**src/rtl/sawb_pkg.sv**
```systemverilog
package sawb_pkg;

    typedef enum logic [1:0] {
        ST_IDLE,
        ST_COMPARE,
        ST_WRBACK,
        ST_FETCH
    } ctl_state_e;

    // Position of the lowest set bit; 0 when none is set.
    function automatic int unsigned lowest_one(input logic [31:0] vec);
        int unsigned pos;
        pos = 0;
        for (int i = 31; i >= 0; i--) begin
            if (vec[i]) pos = unsigned'(i);
        end
        return pos;
    endfunction

endpackage

```
**src/rtl/sawb_tag_store.sv**
```systemverilog
module sawb_tag_store #(
    parameter int SETS  = 2,
    parameter int WAYS  = 2,
    parameter int TAG_W = 10
) (
    input  logic                            clk,
    input  logic                            rst,
    input  logic [$clog2(SETS)-1:0]         idx,
    input  logic [TAG_W-1:0]                cmp_tag,
    output logic [WAYS-1:0]                 hit_vec,
    output logic [WAYS-1:0]                 valid_vec,
    output logic [WAYS-1:0]                 dirty_vec,
    output logic [WAYS-1:0][TAG_W-1:0]      tag_vec,
    input  logic                            fill_en,
    input  logic [$clog2(WAYS)-1:0]         fill_way,
    input  logic [TAG_W-1:0]                fill_tag,
    input  logic                            dirty_en,
    input  logic [$clog2(WAYS)-1:0]         dirty_way
);
    logic [TAG_W-1:0] tag_q   [SETS][WAYS];
    logic [WAYS-1:0]  vld_q   [SETS];
    logic [WAYS-1:0]  dirty_q [SETS];

    always_ff @(posedge clk) begin
        if (rst) begin
            for (int s = 0; s < SETS; s++) begin
                vld_q[s]   <= '0;
                dirty_q[s] <= '0;
            end
        end else begin
            if (fill_en) begin
                tag_q[idx][fill_way]   <= fill_tag;
                vld_q[idx][fill_way]   <= 1'b1;
                dirty_q[idx][fill_way] <= 1'b0;
            end
            if (dirty_en) begin
                dirty_q[idx][dirty_way] <= 1'b1;
            end
        end
    end

    // One comparator per way, all evaluated together.
    for (genvar w = 0; w < WAYS; w++) begin : g_way
        assign tag_vec[w]   = tag_q[idx][w];
        assign valid_vec[w] = vld_q[idx][w];
        assign dirty_vec[w] = dirty_q[idx][w];
        assign hit_vec[w]   = vld_q[idx][w] && (tag_q[idx][w] == cmp_tag);
    end

    AST_ONE_HIT: assert property (@(posedge clk) disable iff (rst)
        $onehot0(hit_vec));
    AST_DIRTY_ON_VALID: assert property (@(posedge clk) disable iff (rst)
        dirty_en |-> valid_vec[dirty_way]);

endmodule

```
**src/rtl/sawb_data_store.sv**
```systemverilog
module sawb_data_store #(
    parameter int SETS   = 2,
    parameter int WAYS   = 2,
    parameter int WORDS  = 2,
    parameter int DATA_W = 32
) (
    input  logic                                  clk,
    input  logic                                  rst,
    input  logic [$clog2(SETS)-1:0]               idx,
    output logic [WAYS-1:0][DATA_W*WORDS-1:0]     blk_rd,
    input  logic                                  blk_we,
    input  logic [$clog2(WAYS)-1:0]               blk_way,
    input  logic [DATA_W*WORDS-1:0]               blk_wdata,
    input  logic                                  word_we,
    input  logic [$clog2(WAYS)-1:0]               word_way,
    input  logic [$clog2(WORDS)-1:0]              word_sel,
    input  logic [DATA_W-1:0]                     word_wdata
);
    localparam int OFF_W = $clog2(WORDS);
    localparam int BLK_W = DATA_W * WORDS;

    logic [BLK_W-1:0] line_q [SETS][WAYS];

    always_ff @(posedge clk) begin
        if (blk_we) begin
            line_q[idx][blk_way] <= blk_wdata;
        end
        for (int k = 0; k < WORDS; k++) begin
            if (word_we && word_sel == OFF_W'(k)) begin
                line_q[idx][word_way][k*DATA_W +: DATA_W] <= word_wdata;
            end
        end
    end

    for (genvar w = 0; w < WAYS; w++) begin : g_rd
        assign blk_rd[w] = line_q[idx][w];
    end

    AST_FILL_OR_MERGE: assert property (@(posedge clk) disable iff (rst)
        !(blk_we && word_we));

endmodule

```
**src/rtl/sawb_repl.sv**
```systemverilog
module sawb_repl #(
    parameter int SETS = 2,
    parameter int WAYS = 2
) (
    input  logic                         clk,
    input  logic                         rst,
    input  logic [$clog2(SETS)-1:0]      idx,
    input  logic [WAYS-1:0]              valid_vec,
    input  logic                         acc_en,
    input  logic [$clog2(WAYS)-1:0]      acc_way,
    output logic [$clog2(WAYS)-1:0]      victim
);
    localparam int WAY_W = $clog2(WAYS);
    localparam int AGE_W = WAY_W;

    // Each way keeps its recency rank: 0 = newest, WAYS-1 = oldest.
    logic [AGE_W-1:0] age_q [SETS][WAYS];
    logic             found;

    always_ff @(posedge clk) begin
        if (rst) begin
            for (int s = 0; s < SETS; s++) begin
                for (int w = 0; w < WAYS; w++) begin
                    age_q[s][w] <= AGE_W'(w);
                end
            end
        end else if (acc_en) begin
            for (int w = 0; w < WAYS; w++) begin
                if (WAY_W'(w) == acc_way) begin
                    age_q[idx][w] <= '0;
                end else if (age_q[idx][w] < age_q[idx][acc_way]) begin
                    age_q[idx][w] <= age_q[idx][w] + 1'b1;
                end
            end
        end
    end

    always_comb begin
        victim = '0;
        found  = 1'b0;
        for (int w = 0; w < WAYS; w++) begin
            if (!found && !valid_vec[w]) begin
                victim = WAY_W'(w);
                found  = 1'b1;
            end
        end
        if (!found) begin
            for (int w = 0; w < WAYS; w++) begin
                if (age_q[idx][w] == AGE_W'(WAYS - 1)) victim = WAY_W'(w);
            end
        end
    end

    AST_VICTIM_NOT_MRU: assert property (@(posedge clk) disable iff (rst)
        acc_en |=> (idx != $past(idx)) || !(&valid_vec) || (victim != $past(acc_way)));

endmodule

```
**src/rtl/sa_wb_cache.sv**
```systemverilog
module sa_wb_cache #(
    parameter int ADDR_W = 12,
    parameter int DATA_W = 32,
    parameter int WORDS  = 2,
    parameter int SETS   = 2,
    parameter int WAYS   = 2
) (
    input  logic                                   clk,
    input  logic                                   rst,
    input  logic                                   cpu_req,
    input  logic                                   cpu_we,
    input  logic [ADDR_W-1:0]                      cpu_addr,
    input  logic [DATA_W-1:0]                      cpu_wdata,
    output logic                                   cpu_ready,
    output logic                                   cpu_hit,
    output logic [DATA_W-1:0]                      cpu_rdata,
    output logic                                   mem_req,
    output logic                                   mem_we,
    output logic [ADDR_W-$clog2(WORDS)-1:0]        mem_addr,
    output logic [DATA_W*WORDS-1:0]                mem_wdata,
    input  logic                                   mem_ack,
    input  logic [DATA_W*WORDS-1:0]                mem_rdata
);
    import sawb_pkg::*;

    localparam int OFF_W = $clog2(WORDS);
    localparam int IDX_W = $clog2(SETS);
    localparam int WAY_W = $clog2(WAYS);
    localparam int TAG_W = ADDR_W - OFF_W - IDX_W;
    localparam int BLK_W = DATA_W * WORDS;

    ctl_state_e        state_q;
    logic [ADDR_W-1:0] addr_q;
    logic              we_q;
    logic [DATA_W-1:0] wdata_q;
    logic              missed_q;
    logic [WAY_W-1:0]  victim_q;
    logic              ready_q;
    logic              hit_q;
    logic [DATA_W-1:0] rdata_q;

    logic [TAG_W-1:0]  req_tag;
    logic [IDX_W-1:0]  req_idx;
    logic [OFF_W-1:0]  req_off;

    logic [WAYS-1:0]              hit_vec, valid_vec, dirty_vec;
    logic [WAYS-1:0][TAG_W-1:0]   tag_vec;
    logic [WAYS-1:0][BLK_W-1:0]   blk_rd;
    logic                         hit_any;
    logic [WAY_W-1:0]             hit_way;
    logic [WAY_W-1:0]             victim;
    logic [DATA_W-1:0]            hit_word;
    logic                         do_hit;
    logic                         do_fill;

    assign req_tag = addr_q[ADDR_W-1 -: TAG_W];
    assign req_idx = addr_q[OFF_W +: IDX_W];
    assign req_off = addr_q[OFF_W-1:0];

    assign hit_any = |hit_vec;
    assign hit_way = WAY_W'(lowest_one(32'(hit_vec)));
    assign do_hit  = (state_q == ST_COMPARE) && hit_any;
    assign do_fill = (state_q == ST_FETCH) && mem_ack;

    always_comb begin
        hit_word = '0;
        for (int k = 0; k < WORDS; k++) begin
            if (req_off == OFF_W'(k)) hit_word = blk_rd[hit_way][k*DATA_W +: DATA_W];
        end
    end

    sawb_tag_store #(.SETS(SETS), .WAYS(WAYS), .TAG_W(TAG_W)) u_tags (
        .clk       (clk),
        .rst       (rst),
        .idx       (req_idx),
        .cmp_tag   (req_tag),
        .hit_vec   (hit_vec),
        .valid_vec (valid_vec),
        .dirty_vec (dirty_vec),
        .tag_vec   (tag_vec),
        .fill_en   (do_fill),
        .fill_way  (victim_q),
        .fill_tag  (req_tag),
        .dirty_en  (do_hit && we_q),
        .dirty_way (hit_way)
    );

    sawb_data_store #(.SETS(SETS), .WAYS(WAYS), .WORDS(WORDS), .DATA_W(DATA_W)) u_data (
        .clk        (clk),
        .rst        (rst),
        .idx        (req_idx),
        .blk_rd     (blk_rd),
        .blk_we     (do_fill),
        .blk_way    (victim_q),
        .blk_wdata  (mem_rdata),
        .word_we    (do_hit && we_q),
        .word_way   (hit_way),
        .word_sel   (req_off),
        .word_wdata (wdata_q)
    );

    sawb_repl #(.SETS(SETS), .WAYS(WAYS)) u_repl (
        .clk       (clk),
        .rst       (rst),
        .idx       (req_idx),
        .valid_vec (valid_vec),
        .acc_en    (do_hit),
        .acc_way   (hit_way),
        .victim    (victim)
    );

    always_ff @(posedge clk) begin
        if (rst) begin
            state_q  <= ST_IDLE;
            addr_q   <= '0;
            we_q     <= 1'b0;
            wdata_q  <= '0;
            missed_q <= 1'b0;
            victim_q <= '0;
            ready_q  <= 1'b0;
            hit_q    <= 1'b0;
            rdata_q  <= '0;
        end else begin
            ready_q <= 1'b0;
            case (state_q)
                ST_IDLE: begin
                    if (cpu_req) begin
                        addr_q   <= cpu_addr;
                        we_q     <= cpu_we;
                        wdata_q  <= cpu_wdata;
                        missed_q <= 1'b0;
                        state_q  <= ST_COMPARE;
                    end
                end
                ST_COMPARE: begin
                    if (hit_any) begin
                        ready_q <= 1'b1;
                        hit_q   <= !missed_q;
                        rdata_q <= we_q ? wdata_q : hit_word;
                        state_q <= ST_IDLE;
                    end else begin
                        missed_q <= 1'b1;
                        victim_q <= victim;
                        state_q  <= (valid_vec[victim] && dirty_vec[victim]) ? ST_WRBACK : ST_FETCH;
                    end
                end
                ST_WRBACK: begin
                    if (mem_ack) state_q <= ST_FETCH;
                end
                ST_FETCH: begin
                    if (mem_ack) state_q <= ST_COMPARE;
                end
                default: state_q <= ST_IDLE;
            endcase
        end
    end

    assign cpu_ready = ready_q;
    assign cpu_hit   = hit_q;
    assign cpu_rdata = rdata_q;

    assign mem_req   = (state_q == ST_WRBACK) || (state_q == ST_FETCH);
    assign mem_we    = (state_q == ST_WRBACK);
    assign mem_addr  = (state_q == ST_WRBACK) ? {tag_vec[victim_q], req_idx} : {req_tag, req_idx};
    assign mem_wdata = blk_rd[victim_q];

    AST_WB_THEN_FETCH: assert property (@(posedge clk) disable iff (rst)
        (mem_req && mem_we && mem_ack) |=> (mem_req && !mem_we));
    AST_MEM_HOLD: assert property (@(posedge clk) disable iff (rst)
        (mem_req && !mem_ack) |=> (mem_req && $stable(mem_we) && $stable(mem_addr) && $stable(mem_wdata)));
    AST_READY_PULSE: assert property (@(posedge clk) disable iff (rst)
        cpu_ready |=> !cpu_ready);
    AST_REFILL_HITS: assert property (@(posedge clk) disable iff (rst)
        do_fill |=> hit_any);

endmodule

```
**config.mk**
```make
export PLATFORM = sky130hd
export DESIGN_NAME = sa_wb_cache
export DESIGN_NICKNAME = d
export VERILOG_FILES = /design/src/rtl/sawb_pkg.sv /design/src/rtl/sawb_tag_store.sv /design/src/rtl/sawb_data_store.sv /design/src/rtl/sawb_repl.sv /design/src/rtl/sa_wb_cache.sv
export SDC_FILE = /design/constraint.sdc
export NUM_CORES = 1
export LEC_CHECK = 0
export BUFFER_PORTS_ARGS = -buffer_cell sky130_fd_sc_hd__buf_2
export CORE_UTILIZATION = 30
export CTS_CLUSTER_SIZE = 16
export DETAILED_ROUTE_END_ITERATION = 8
export GPL_TIMING_DRIVEN = 1
export PLACE_DENSITY = 0.45
export SKIP_CTS_REPAIR_TIMING = 1
export SYNTH_ARGS = -nofsm -noshare
export SYNTH_HDL_FRONTEND = slang
export SYNTH_SLANG_ARGS = --single-unit
export TNS_END_PERCENT = 1
```
**constraint.sdc**
```tcl
create_clock -name clk -period 4.85 [get_ports clk]
set_input_delay 0.485 -clock clk [delete_from_list [all_inputs] [get_ports clk]]
set_output_delay 0.485 -clock clk [all_outputs]
set_load 0.005 [all_outputs]
```
# Yosys cells after proc, flatten, opt, wreduce, memory -nomap -nowiden
# Memory sizes are Yosys's and may differ from the RTL's. A register that Yosys moved wholly into a read port is not among the register bits.
# Index checks and enable logic that the tools add are counted.
[word_totals]
mem_bits_ro = 0
output_inout_bits = 111
register_bits = 83
latchBits = 0
in_bits = 113
ramBits = 308
n_memories = 5
[memory_table]
columns = ["name", "words", "width", "read_ports", "rd_clocked_by_memory_dff", "write_ports", "line", "source"]
rows = [
  ["u_data.line_q", 2, 128, 1, 1, 1, "sawb_data_store.sv:22", "logic [BLK_W-1:0] line_q [SETS][WAYS];"],
  ["u_tags.tag_q", 2, 20, 1, 1, 1, "sawb_tag_store.sv:20", "logic [TAG_W-1:0] tag_q [SETS][WAYS];"],
  ["u_repl.age_q", 2, 2, 1, 1, 2, "sawb_repl.sv:17", "logic [AGE_W-1:0] age_q [SETS][WAYS];"],
  ["u_tags.dirty_q", 2, 2, 1, 1, 2, "sawb_tag_store.sv:22", "logic [WAYS-1:0] dirty_q [SETS];"],
  ["u_tags.vld_q", 2, 2, 1, 1, 2, "sawb_tag_store.sv:21", "logic [WAYS-1:0] vld_q [SETS];"],
]
[op_classes]
div_mod_pow = 0
multipliers = 0
n_mux = 357
shift = 0
n_reduce_logical = 28
n_eq_ne = 9
magnitude_cmp = 11
bitwise_logic = 265
addsub = 2
[ops]
columns = ["cell", "n"]
rows = [
  ["two-way mux 128 bit", 3],
  ["two-way mux 64 bit", 6],
  ["two-way mux 1 bit", 320],
  ["bitwise OR 1 bit", 260],
  ["demux 64 bit (select 1 bit)", 3],
  ["two-way mux 32 bit", 3],
  ["two-way mux 10 bit", 3],
  ["two-way mux 2 bit", 12],
  ["== test 10 bit", 2],
  ["two-way mux 20 bit", 1],
  ["logical AND 1 bit", 13],
  ["two-way mux 11 bit", 1],
  ["demux 10 bit (select 1 bit)", 1],
  ["OR reduction 2 bit", 5],
  ["one-hot mux 2 bit (4 select lines)", 1],
  ["less-than comparator 1 x 2 -> 1 bit, second input constant", 3],
  ["!= test 2 bit, second input constant", 3],
  ["AND reduction 2 bit", 3],
  ["AND reduction 3 bit", 2],
  ["== test 2 bit, second input constant", 2],
  [">= comparator 2 bit, second input constant", 2],
  ["less-than comparator 2 x 1 -> 1 bit, second input constant", 2],
  ["inverter 1 -> 2 bit", 2],
  ["inverter 1 bit", 3],
  ["11 further kinds", 16],
]

# Longest topological paths before layout
# Gate-level depths: netlist of run 1.
[depth]
ltp_word = 17
ltp_mapped = 12
mapped_depth_nobuf = 8

# Modules after synthesis
# A second synthesis of run 1 with hierarchy kept.
[hier_totals]
cells_unflattened = 1251
hier_area_um2 = 18433.9
[modules_own_cells]
columns = ["module", "cells_each", "area_per_inst_um2", "seq_area_each_um2", "n_inst"]
rows = [
  ["sawb_data_store", 554, 10816.6, 7687.4, 1],
  ["sa_wb_cache", 537, 5181.2, 1661.6, 1],
  ["sawb_tag_store", 133, 2162.1, 1401.3, 1],
  ["sawb_repl", 27, 274.0, 120.1, 1],
]

# Least setup slack after synthesis of run 1
# Ideal clock, no wire load.
[synth_timing]
path_kind = "reg-to-reg"
start = "register (tool-made name)"
end = "memory u_data.line_q[0][64] in the netlist's numbering, enable pin"
path_slack_ps = 494
arrival_ps = 3925
stages_incl_launch_ff = 13
required_time_ps = 4418
period_less_slack_ps = 4356
path_cell_list = "dfxtp_1 -> buf_6 -> buf_6 -> mux2i_2 -> xnor2_1 -> nor4_4 -> nand3_2 -> a21oi_2 -> nand2_1 -> or3_1 -> buf_6 -> buf_6 -> a21oi_1"
[synth_lines]
columns = ["item", "line"]
rows = [
  ["end: declaration", "sawb_data_store.sv:22"],
]

==> metrics, run 1 <==
worst rel slew slack=0.271; Ports=224; pin count of the biggest net entering global routing=57; Pins Over Slew Limit=0; RSZ-0062 raised after global routing=false; Mapped Avg Cell Area=15.5 sq um; dpl hpwl=39.1 mm; dpl ws=roughly 980 ps; Mapped Area=0.0188 sq mm; share of the synthesized area in the top cell type=0.487; CTS tree=done; Tightest Pin Transition=1090 ps; Synth cell types=50; initial antenna violation count=6; first-pass GRT wire length=85.2 mm; post-route ant nets=0; Pwr Density=371 mW/mm^2; met2 wire len=28.9 mm; Nets=1,555; initial core utilization=0.304; LEAKAGE=8.02 nW; DR pass1 iterations=5; Vias per Instance=5.05; Num Clock Sinks=392; HP Class=input port to flop; die width=252 microns; Setup crit start kind=flop; Vias=11,694; Die Height=252 microns; nature of the critical path endpoint=primary output; vias in the first global route=12,188; Bufs and invs on worst path=3; Die Area=0.0635 sq mm; syn nets=around 1,300; max-cap violation count=0; met3 wire length=3.08 mm; Clock Path Buffers=3; Tot Pwr=about 8.4 mW; crit path time final=between 4000 and 5000 ps; CP max-delay cell=buf_4; DRC viols=0; IR drop worst, VDD=0.223 mV; Main synth FF type=edfxtp_1; EDFF count, synth=304; Async SR Flop Fraction=0; CTS H-tree depth=2; Routed WL=about 59 mm; WS Path Type=flop to primary output; Worst EP required=4370 ps; IO Port Bufs=~220; most used cell, CP=buf_4; DR iter-0 viols=approximately 740; worst skew pair latency=590 ps; row count=91; P&R area growth vs syn=20.0%; Root Driver=clkbuf_16; crit path DAT=3560 ps; worst path cell trace=buf_4, buf_4, mux4_2, buf_2; synthesized instance count=1,213; layout cell share with drive strength beyond 1=0.411; routed metal-1 wire length=25.3 mm; status=finished, final reports clean; register area share after synthesis=0.580; largest cells by area after synthesis=edfxtp_1 49%, mux4_2 15%, dfxtp_1 9.4%; WL/cell=approximately 25 microns; setup_tns=0 ps; worst setup skew after layout=23.5 ps; core box area=0.0617 sq mm; flops & latches, synth=just under 400; CP top delay family=buffers and inverters; Core Util, Final=0.365; GP Congestion=approximately 0.8; Warnings, synthesis=0; Setup violations, final=0; crit-path max cell delay=~910 ps; worst setup margin=approximately 810 ps; uppermost layer routed=met5; worst-path maximum fanout=56; dominant cell type by area after synthesis=edfxtp_1; final period utilization=0.833; CTS Buf Count=47; GRT Resource Usage Total=0.186; dpl cells=approximately 2,200; Fmax=around 250 MHz; Final Hold Viols=0; GRT overflow=0; fillcell total=~6,000; Layout Cells excl Fill=2,315; CTS clk-pin slew, worst paths=60 ps
synthesized netlist by cell type, types with 2 or more instances:
master and instances:
and2_1 3, inv_1 13, mux2_2 60, buf_1 9
nand3_1 8, o21ai_0 5, o22ai_1 2, nor2_1 13
o211ai_1 3, buf_2 15, mux2_4 56, ha_1 4
nor4_4 2, nor4_1 4, nor3_1 17, nor2b_1 3
a21oi_1 96, nand4_1 3, mux2_1 21, mux4_2 128
and3_1 3, edfxtp_1 304, a311oi_1 4, nand2_1 143
clkbuf_1 52, or3_1 6, mux2i_1 59, buf_6 11
o2bb2ai_1 31, a21o_1 3, dfxtp_1 88, nand2b_1 7
xnor2_1 18, a211oi_1 3
metrics by stage:
step | instance area, sq um | hold WS, ps
4_1_cts | 22500 | 90.5
5_1_grt | 22500 | 110
3_3_place_gp | 20900 | 438
6_report | 22500 | 126
3_5_place_dp | 20900 | 442
2_1_floorplan | 18800 | 437
cell type report:
class	count	area, sq um	share of cell area
Antenna cell	1	2.50	0.000111
Clock buffer	72	1410	0.0627
Clock inverter	16	151	0.00672
Inverter	14	52.6	0.00233
Multi-Input combinational cell	719	7500	0.333
Sequential cell	392	10900	0.484
Tap cell	837	1050	0.0465
Timing Repair Buffer	264	1450	0.0644
cells in the final DEF (no fill, tap or decap), drive strengths merged, types with 9 or more instances in the layout:
| cell type | synthesis | final |
|---|---|---|
| mux4 | 128 | 128 |
| nor2 | 13 | 13 |
| buf | 36 | 264 |
| nor3 | 17 | 17 |
| clkinv | 1 | 12 |
| nand3 | 9 | 9 |
| inv | 13 | 15 |
| xnor2 | 18 | 18 |
| a21oi | 97 | 97 |
| mux2i | 60 | 60 |
| mux2 | 137 | 137 |
| nand2 | 143 | 143 |
| o2bb2ai | 31 | 31 |
| clkbuf | 52 | 72 |
| dfxtp | 88 | 88 |
| edfxtp | 304 | 304 |
final timing paths:
check	cells past startpoint	slack [ps]	startpoint	to
min	3	130	cpu_wdata[14]	wdata_q[14]$_SDFFE_PP0P_
max	4	810	flop	mem_wdata[43]
max reg2reg	9	970	flop	u_data.line_q[1][115]$_DFFE_PP_
min reg2reg	2	450	cpu_rdata[5]$_SDFFE_PP0N_	cpu_rdata[5]$_SDFFE_PP0N_
power by group:
part,switching [mW],total (mW),internal (mW)
Combinational,0.519,0.991,0.472
Clock,1.44,3.56,2.12
Sequential,0.131,3.81,3.68
cell families (layout without fill, tap and decap cells):
kind of cell,after synthesis,after routing,synth area share
adders and majority gates,4,4,0.00267
DFF,392,392,0.580
and+or+nand+nor,216,216,0.0517
muxes,325,325,0.279
buffers and inverters,102,366,0.0260
AOI/OAI and AO/OA,156,156,0.0515
other,0,1,0
xor gates and xnor gates,18,18,0.00840
registers in the layout, indices dropped and copies added (netlist names), named ones only:
register,count
addr_q,12
cpu_hit,1
cpu_rdata,32
cpu_ready,1
missed_q,1
state_q,2
u_data.line_q,256
u_repl.age_q,4
u_tags.dirty_q,4
u_tags.tag_q,40
u_tags.vld_q,4
victim_q,1
wdata_q,32
we_q,1
per-layer routing:
| metal | up-vias | GRT usage |
|---|---|---|
| met5 | - | 0 |
| met4 | 6 | 0.0540 |
| met3 | 88 | 0.0358 |
| met2 | 324 | 0.313 |
| met1 | 6037 | 0.243 |
| li1 | 5239 | - |
worst reg2reg max path, delay by kind of cell (launching register included):
family,cells,cell delay [ps]
buf+inv,1,250
mux,1,330
simple gates,4,1410
compound gates,2,800
xor+xnor,1,190
flops,1,590
Power figures use the tool's default switching activity.
==> inputs of run 2 (changes only) <==
- PLACE_DENSITY: 0.45 -> 0.46
- clock period: 4.85 -> 3.6 ns (I/O delays scaled with it)
==> metrics, run 2 (synthesized netlist as in run 1, its figures left out) <==
leading cell types in the layout, fill and taps excluded=304 x edfxtp_1, 223 x buf_2, 141 x nand2_1, 128 x mux4_2, 88 x a21oi_1; worst setup margin=189 ps; vias in the first global route=12,358; Tot Pwr=roughly 11 mW; Worst EP required=just under 4000 ps; GP Congestion=0.834; crit path DAT=3730 ps; uppermost layer routed=met4; fillcell total=approximately 6,000; pin count of the biggest net entering global routing=65; RSZ-0062 raised after global routing=true; Num Clock Sinks=392; initial core utilization=0.304; GRT overflow=0; initial antenna violation count=3; Vias=~12,000; CTS Buf Count=47; Ports=224; Final Hold Viols=0; CTS H-tree depth=2; max-cap violation count=0; HP Class=input port to flop; Nets=1,577; worst skew pair latency=590 ps; layout cell share with drive strength beyond 1=0.423; most common cell after layout, fill and taps aside=edfxtp_1; DRC viols=0; GRT Resource Usage Total=0.186; WL/cell=25.1 microns; Tightest Pin Transition=slightly below 1000 ps; crit-path max cell delay=560 ps; first-pass GRT wire length=approximately 86 mm; hold depth=3; Clock Path Buffers=3; Reg-to-Reg End=u_data.line_q[1][117]$_DFFE_PP_; row count=between 90 and 100; Setup crit start kind=flop; Routed WL=58.6 mm; Worst Hold End=wdata_q[28]$_SDFFE_PP0P_; dpl ws=147 ps; WS Path Type=flop to flop; CP max-delay cell=or3_2; nature of the critical path endpoint=flop; Die Area=0.0635 sq mm; die width=roughly 250 microns; max FFs per register=roughly 260; worst rel slew slack=0.358; LEAKAGE=around 8.2 nW; CTS tree=done; Die Height=252 microns; Min-Delay Startpoint=cpu_wdata[28]; dpl hpwl=a little under 40 mm; Fmax=293 MHz; DR iter-0 viols=719; Worst R2R Path Depth=10; worst path cell trace=buf_12, mux2i_1, xnor2_1, nor4_4, nand3_2, a21oi_2, nand2_1, or3_2, buf_4, mux2_1; Setup violations, final=0; Pins Over Slew Limit=0; Vias per Instance=5.04; core box area=0.0617 sq mm; IR drop worst, VDD=0.306 mV; Root Driver=clkbuf_16; most flop-heavy register=u_data.line_q; post-route ant nets=0; CTS clk-pin slew, worst paths=~60 ps; met3 wire length=just over 3 mm; worst-path maximum fanout=22; routed metal-1 wire length=between 20 and 30 mm; met2 wire len=approximately 29 mm; worst setup skew after layout=27.5 ps; DR pass1 iterations=5; CP top delay family=simple AND/OR/NAND/NOR gates; crit path time final=3410 ps; IO Port Bufs=223; P&R area growth vs syn=21.8%; Bufs and invs on worst path=2; Pwr Density=about 500 mW/mm^2; Top Registers=u_data.line_q x256, u_tags.tag_q x40; reg2reg setup slack=190 ps; final hold slack=approximately 2.5 ps; status=finished, final reports clean; final period utilization=0.948
## run 2: worst max-delay path by stage
stage,from,end,depth (start not counted)
2_1_floorplan,flop,u_data.line_q[0][64]$_DFFE_PP_,12
3_3_place_gp,flop,u_data.line_q[0][117]$_DFFE_PP_,9
3_5_place_dp,flop,u_data.line_q[1][117]$_DFFE_PP_,10
4_1_cts,flop,mem_addr[9],8
5_1_grt,flop,mem_addr[9],8
6_report,flop,u_data.line_q[1][117]$_DFFE_PP_,10
## run 2: power by group
group          switching, mW  total, mW  internal, mW
Sequential             0.132       5.09          4.96
Clock                   1.93       4.80          2.87
Combinational          0.758       1.42         0.659
Total                   2.82       11.3          8.48
## run 2: tightest hold or removal path: cells and delay by family
| family | cells | cell delay (ps) |
|---|---|---|
| and+or+nand+nor | 1 | 40 |
| AOI/OAI and AO/OA | 1 | 50 |
| buffers and inverters | 1 | 100 |
## run 2: cell type report
type | count | area (sq um) | area share
clock buffers | 67 | 1330 | 0.0583
well taps | 837 | 1050 | 0.0458
diodes | 1 | 2.50 | 0.000110
inverters | 14 | 52.6 | 0.00230
repair buffers | 286 | 1780 | 0.0780
clock inverters | 20 | 221 | 0.00969
multi-input cells | 719 | 7510 | 0.329
flip-flops and latches | 392 | 10900 | 0.477
## run 2: routing by layer
layer / vias to the layer above / GRT usage
li1: 5280 / -
met1: 6107 / 0.254
met2: 343 / 0.311
met3: 55 / 0.0289
met4: 0 / 0.0403
met5: - / 0
## run 2: through the flow
step	setup TNS, ps	util	cells	area [sq um]
3_3_place_gp	0	0.344	2247	21300
4_1_cts	-2520	0.370	2334	22800
2_1_floorplan	-20440	-	1213	18800
3_5_place_dp	0	0.344	2247	21300
5_1_grt	-44.8	0.370	2335	22800
6_report	0	0.370	2336	22800
==> inputs of run 3 (changes only) <==
- PLACE_DENSITY: 0.46 -> 0.45
- clock period: 3.6 -> 4.14 ns (I/O delays scaled with it)
==> metrics, run 3 (synthesized netlist as in run 1, its figures left out) <==
status=finished, final reports clean; Vias=roughly 12,000; Logic pwr share=0.121; core box area=0.0617 sq mm; placed cell areas=approximately 0.021 sq mm; layout cell share with drive strength beyond 1=0.416; worst path cell trace=mux4_2, nor3_1, nand3_2, a21oi_2, nand2_1, or3_2, buf_4, mux2_4; design area=approximately 0.023 sq mm; Vias per Instance=5.09; CTS clk-pin slew, worst paths=60 ps; routed metal-1 wire length=26.6 mm; vias in the first global route=12,344; leading cell types in the layout, fill and taps excluded=304 x edfxtp_1, 223 x buf_2, 141 x nand2_1, 128 x mux4_2, 88 x a21oi_1; Worst EP required=4460 ps; CP top delay family=simple AND/OR/NAND/NOR gates; RSZ-0062 raised after global routing=false; Die Area=0.0635 sq mm; DR pass1 iterations=5; worst setup margin=369 ps; met3 wire length=2.89 mm; most common cell after layout, fill and taps aside=edfxtp_1; Nets=approximately 1,600; dpl hpwl=39.3 mm; WL/cell=25.8 microns; LEAKAGE=8.05 nW; GP Congestion=0.809; Setup violations, final=0; CTS tree=done; Ant. Diodes=0; Bufs and invs on worst path=1; IR drop worst, VDD=0.269 mV; post-route ant nets=0; crit path DAT=slightly above 4000 ps; nature of the critical path endpoint=flop; Pwr Density=430 mW/mm^2; Top Registers=u_data.line_q x256, u_tags.tag_q x40; CTS H-tree depth=2; first-pass GRT wire length=around 86 mm; pin count of the biggest net entering global routing=53; Setup crit start kind=flop; worst setup skew after layout=28.0 ps; max-cap violation count=0; DRC viols=0; met2 wire len=29.3 mm; Die Height=252 microns; dpl ws=about 360 ps; Clock Path Buffers=3; uppermost layer routed=met5; worst rel slew slack=0.319; Fmax=265 MHz; GRT Resource Usage Total=0.189; initial antenna violation count=3; Tot Pwr=9.71 mW; P&R area growth vs syn=20.4%; Num Clock Sinks=392; dpl cells=2,233; final hold slack=67.4 ps; IO Port Bufs=223; crit-path max cell delay=680 ps; CTS Buf Count=46; Pins Over Slew Limit=0; die width=252 microns; Routed WL=59.9 mm; most flop-heavy register=u_data.line_q; row count=91; final period utilization=0.911; Tightest Pin Transition=1020 ps; Clk pwr share=0.419; Root Driver=clkbuf_16; max FFs per register=roughly 260; HP Class=input port to flop; crit path time final=3770 ps; DR iter-0 viols=716; Psw=2.45 mW; Reg power frac=0.460; CP max-delay cell=dfxtp_4; Power Internal=7.26 mW; Ports=224; initial core utilization=0.304; WS Path Type=flop to flop; Final Hold Viols=0; worst skew pair latency=about 600 ps; switching part of the total=0.252; worst-path maximum fanout=31; GRT overflow=0; Layout Cells excl Fill=2,319
-- run 3: changes by cell type in the layout (fill, tap and decap cells not counted), moves of 2 or more --
cell	delta
buf_6	-3
buf_12	-7
bufinv_16	-2
clkinv_1	+4
clkbuf_1	-3
buf_4	-4
-- run 3: worst reg2reg max path, delay by kind of cell (launching register included) --
kind / cells / cell delay (ps)
and+or+nand+nor: 4 / 1290
muxes: 2 / 950
DFF: 1 / 680
buffers and inverters: 1 / 370
AOI/OAI and AO/OA: 1 / 230
-- run 3: final cells by class --
class                           instances  area (sq um)
Clock inverter                         21           171
Timing Repair Buffer                  271          1570
Multi-Input combinational cell        719          7500
Sequential cell                       392         10900
Tap cell                              837          1050
Fill cell                            5991         39100
Clock buffer                           65          1350
Inverter                               14          52.6
-- run 3: worst paths after layout --
path                                                start                             end  slack (ps)  cells past startpoint
worst max register to register                       flop  u_data.line_q[1][97]$_DFFE_PP_         370                      8
worst max-delay path                                 flop  u_data.line_q[1][97]$_DFFE_PP_         370                      8
worst min register to register  cpu_rdata[7]$_SDFFE_PP0N_       cpu_rdata[7]$_SDFFE_PP0N_         450                      2
worst min-delay path                         cpu_wdata[7]         wdata_q[7]$_SDFFE_PP0P_          70                      3
-- run 3: metal layers --
metal,vias to the layer above,track usage
met5,-,0
met4,4,0.0473
met1,6144,0.255
met3,76,0.0312
met2,337,0.316
li1,5243,-
-- run 3: power by group through the flow --
stage | Sequential [mW] | Combinational, mW | Clock (mW)
global route | 4.48 | 1.27 | 4.33
floorplan | 4.45 | 0.786 | 0
finish | 4.47 | 1.17 | 4.07
global placement | 4.56 | 1.19 | 0
CTS | 4.47 | 1.20 | 4.18
detailed placement | 4.55 | 1.19 | 0
-- run 3: through the flow --
step / setup TNS [ps] / utilization
after global routing: 0 / 0.366
after detailed placement: 0 / 0.341
final: 0 / 0.366
after CTS: 0 / 0.366
after floorplan: -51560 / -
after global placement: 0 / 0.341
